$ cat src/rtl/static_loop_pkg.sv
package static_loop_pkg;

  // Index width for a body of len cycles; at least one bit.
  function automatic int idx_width(input int len);
    int w;
    w = 1;
    while ((1 << w) < len) w++;
    return w;
  endfunction

  // Decision taken by the exit logic in a given cycle.
  typedef enum logic [1:0] {
    LOOP_IDLE = 2'd0,
    LOOP_RUN  = 2'd1,
    LOOP_EXIT = 2'd2
  } loop_step_e;

endpackage

$ cat src/rtl/static_loop_idx.sv
module static_loop_idx #(
  parameter  int LEN   = 3,
  localparam int IDX_W = static_loop_pkg::idx_width(LEN)
) (
  input  logic             clk,
  input  logic             rst_n,
  input  logic             adv_i,
  output logic [IDX_W-1:0] idx_o
);

  generate
    if (LEN <= 1) begin : g_single
      // A one-cycle body never leaves index 0.
      assign idx_o = '0;
    end else begin : g_count
      localparam logic [IDX_W-1:0] LAST = IDX_W'(LEN - 1);

      logic [IDX_W-1:0] idx_q;
      logic [IDX_W-1:0] idx_d;
      logic             wrap;

      assign wrap = (idx_q == LAST);

      always_comb begin
        idx_d = idx_q;
        if (adv_i) begin
          if (wrap) idx_d = '0;
          else      idx_d = idx_q + IDX_W'(1);
        end
      end

      always_ff @(posedge clk or negedge rst_n) begin
        if (!rst_n)     idx_q <= '0;
        else if (adv_i) idx_q <= idx_d;
      end

      assign idx_o = idx_q;

      assert_step_R1: assert property (@(posedge clk) disable iff (!rst_n)
        (adv_i && idx_q != LAST) |=> (idx_q == $past(idx_q) + IDX_W'(1)));

      assert_wrap_R2: assert property (@(posedge clk) disable iff (!rst_n)
        (adv_i && idx_q == LAST) |=> (idx_q == '0));

      assert_hold_R7: assert property (@(posedge clk) disable iff (!rst_n)
        !adv_i |=> $stable(idx_q));

      assert_range_R1: assert property (@(posedge clk) disable iff (!rst_n)
        idx_q <= LAST);
    end
  endgenerate

endmodule

$ cat src/rtl/static_loop_exit.sv
module static_loop_exit
  import static_loop_pkg::*;
(
  input  logic clk,
  input  logic rst_n,
  input  logic go_i,
  input  logic cond_i,
  input  logic at_zero_i,
  output logic strobe_o,
  output logic done_o
);

  logic       fin_q;
  logic       fin_d;
  loop_step_e step;

  // Decide what this cycle is: idle, body cycle, or exit.
  always_comb begin
    step = LOOP_IDLE;
    if (go_i && !fin_q) begin
      if (at_zero_i && !cond_i) step = LOOP_EXIT;
      else                      step = LOOP_RUN;
    end
  end

  assign strobe_o = (step == LOOP_RUN);
  assign done_o   = (step == LOOP_EXIT);

  // Finished flag: set on exit, kept while go stays high.
  always_comb begin
    fin_d = fin_q;
    if (!go_i)       fin_d = 1'b0;
    else if (done_o) fin_d = 1'b1;
  end

  always_ff @(posedge clk or negedge rst_n) begin
    if (!rst_n) fin_q <= 1'b0;
    else        fin_q <= fin_d;
  end

  assert_done_pulse_R7: assert property (@(posedge clk) disable iff (!rst_n)
    done_o |=> (!done_o && !strobe_o));

  assert_no_strobe_on_exit_R6: assert property (@(posedge clk) disable iff (!rst_n)
    !(done_o && strobe_o));

endmodule

$ cat src/rtl/static_loop_ctrl.sv
module static_loop_ctrl #(
  parameter  int BODY_LEN = 3,
  localparam int IDX_W    = static_loop_pkg::idx_width(BODY_LEN)
) (
  input  logic             clk,
  input  logic             rst_n,
  input  logic             go_i,
  input  logic             cond_i,
  output logic             body_go_o,
  output logic [IDX_W-1:0] body_idx_o,
  output logic             done_o
);

  logic [IDX_W-1:0] idx;
  logic             strobe;
  logic             done;
  logic             at_zero;

  assign at_zero = (idx == '0);

  static_loop_idx #(.LEN(BODY_LEN)) u_idx (
    .clk   (clk),
    .rst_n (rst_n),
    .adv_i (strobe),
    .idx_o (idx)
  );

  static_loop_exit u_exit (
    .clk       (clk),
    .rst_n     (rst_n),
    .go_i      (go_i),
    .cond_i    (cond_i),
    .at_zero_i (at_zero),
    .strobe_o  (strobe),
    .done_o    (done)
  );

  assign body_go_o  = strobe;
  assign body_idx_o = idx;
  assign done_o     = done;

  assert_done_at_zero_R4: assert property (@(posedge clk) disable iff (!rst_n)
    done_o |-> (body_idx_o == '0 && !cond_i));

  assert_cond_ignored_R4: assert property (@(posedge clk) disable iff (!rst_n)
    (body_idx_o != '0) |-> !done_o);

  assert_exit_parks_R7: assert property (@(posedge clk) disable iff (!rst_n)
    done_o |=> (body_idx_o == '0));

endmodule

$ cat config.mk
export PLATFORM = sky130hd
export DESIGN_NAME = static_loop_ctrl
export DESIGN_NICKNAME = d
export VERILOG_FILES = /design/src/rtl/static_loop_pkg.sv /design/src/rtl/static_loop_idx.sv /design/src/rtl/static_loop_exit.sv /design/src/rtl/static_loop_ctrl.sv
export SDC_FILE = /design/constraint.sdc
export NUM_CORES = 1
export LEC_CHECK = 0
export CAP_MARGIN = 30
export CORE_AREA = 10 10 47 49
export CTS_CLUSTER_SIZE = 8
export DETAILED_ROUTE_END_ITERATION = 6
export DIE_AREA = 0 0 57 59
export PLACE_DENSITY = 0.36
export RECOVER_POWER = 50
export SYNTH_ARGS = -nofsm -noshare
export SYNTH_HDL_FRONTEND = slang
export SYNTH_SLANG_ARGS = --single-unit
$ cat constraint.sdc
create_clock -name clk -period 2.62 [get_ports clk]
set_input_delay 0.524 -clock clk [delete_from_list [all_inputs] [get_ports clk]]
set_output_delay 0.524 -clock clk [all_outputs]
set_load 0.05 [all_outputs]
==> metrics <==
status complete, no violations; min-delay worst type reg2reg; Setup CP Type in2out; Synth top area share 0.462; clock root buffer clkbuf_4; Final min period 2220 ps; RSZ-0062 raised after global routing false; worst slew pin tran 503 ps; vias 131; ys flop type dfrtp_1; Fin Setup TNS 0 ps; register bit count reported by yosys 3; Pleak 0.123 nW; Yosys warnings 0; Post-synth EDFFs 0; synthesized area 163 um^2; cts hold-fix bufs 0; DIE AREA 3360 um^2; Clk pin slew, worst setup/hold paths 30 ps; Relative slew margins 0.664; Die Wd 57 um; area added between synthesis and finish 80.0%; Tcrit/Tclk final 0.845; total CTS buffers 3; Mapped Nets 16; Final setup viols 0; drt drc 0; Syn Area/Cell 13.6 um^2; clk_lat worst skew 230 ps; Synth top cells by count dfrtp_1 (3), nor2b_1 (2); worst vdd ir 0.486 mV; Crit. End Element output pin; Overflow after GRT 0; Worst Path Required 2100 ps; GRT Total Usage 0.0293; first-pass GRT wire length 662 um; layout cells sized above 1 0.391; max-cap violations 0; Mapped Cells 12; Yosys top cell by area dfrtp_1; Final nets 28; pwr/cell area 1230 nW/um^2; via/cell ratio 3.36; most common cell in the netlist dfrtp_1; antenna cell count 0; initial drt markers 0; Final Hold Viols 0; synth top area cells dfrtp_1 (46%), mux2_4 (9.2%), nor4b_2 (9.2%); Final Skew 0.836 ps; crit start category input pin; clk sink count 3; Async S/R FF share, synth 1.00; vias in the first global route 163; RD Place Congestion 0.625; Routed WL 422 um; Routed Antenna Nets 0; CTS Buffer Depth 2; initial antenna violation count 0; post-synthesis sequential area ratio 0.462; Detailed Routing Iterations Pass 1 1; Final Cell Area 293 um^2; Final Max Tran Viols 0; port bufs 7; CTS tree built; DR WL/cell 10.8 um; core area 1400 um^2; largest net degree at the start of global routing 6; Peak Freq 0.451 GHz; I/O pin cnt 8; htree depth 1; num rows 14; WP data arrival 1690 ps; post-CTS setup buffer count 0; PostCTS Resize Cnt 0; DP Area 273 um^2; Initial Util 0.116; post-synth cell types 9; Die Y 59 um; highest fanout seen on the critical path 3
## metrics by stage
step,hold slack (ps),power [W],instances,utilization,setup WS [ps]
floorplan,228,0.000212,12,-,481
global placement,529,0.000290,35,0.195,532
detailed placement,566,0.000291,35,0.195,531
CTS,470,0.000377,39,0.213,523
global route,546,0.000383,39,0.209,378
finish,539,0.000361,39,0.209,405
## logic make-up (layout without fill, tap and decap cells)
kind of cell           Yosys count  after routing  synth area share
and+or+nand+nor                  6              6             0.338
DFF                              3              3             0.462
AOI/OAI and AO/OA                2              2             0.108
muxes                            1              1            0.0923
buffers and inverters            0             11                 0
## area by class of cell
class                   count  area, um^2
fillers                   159        1110
repair buffers              7        90.1
multi-input cells           9        81.3
flip-flops and latches      3        75.1
clock buffers               4        26.3
well taps                  16        20.0
## metal layers
layer	vias to the layer above	routed length (um)	track usage
met5	-	0	0
met4	0	5	0.0503
met3	2	76	0.0279
met2	8	132	0.0264
met1	55	208	0.0272
li1	66	-	-
## power by group
group / internal [W] / leakage [nW] / total [W] / switching [W]
Clock: 0.0000569 / 0.0150 / 0.0000790 / 0.0000221
Combinational: 0.0000881 / 0.0695 / 0.000196 / 0.000108
Sequential: 0.0000643 / 0.0390 / 0.0000865 / 0.0000222
## worst max-delay path: stages
cell	delay, ps
dlygate4sd3_1	570
nor3_2	170
nor2b_1	250
buf_12	170
## cells in the final DEF (no fill, tap or decap), drive strengths merged
cell type	n
dfrtp	3
a22o	1
dlygate4sd3	2
nor2b	2
clkdlybuf4s50	3
clkbuf	4
nor2	1
nor4b	1
nor3	1
o21a	1
buf	2
mux2	1
nand2b	1
## path summary, 6_finish.rpt
kind	startpoint	end	slack (ps)	cells past startpoint
max in group asynchronous	rst_n	u_exit.fin_q	1930	1
worst max register to register	u_idx.idx_o[0]	u_idx.idx_o[0]	1630	2
worst min register to register	u_exit.fin_q	u_exit.fin_q	540	1
min in group asynchronous	rst_n	u_idx.idx_o[1]	550	1
worst min-delay path	u_exit.fin_q	u_exit.fin_q	540	1
worst max-delay path	cond_i	done_o	400	4
## registers in the layout, indices dropped and copies added, names as in the netlist
signal        count
u_exit.fin_q      1
u_idx.idx_o       2
Note: power is estimated with default switching activity, not from simulation.
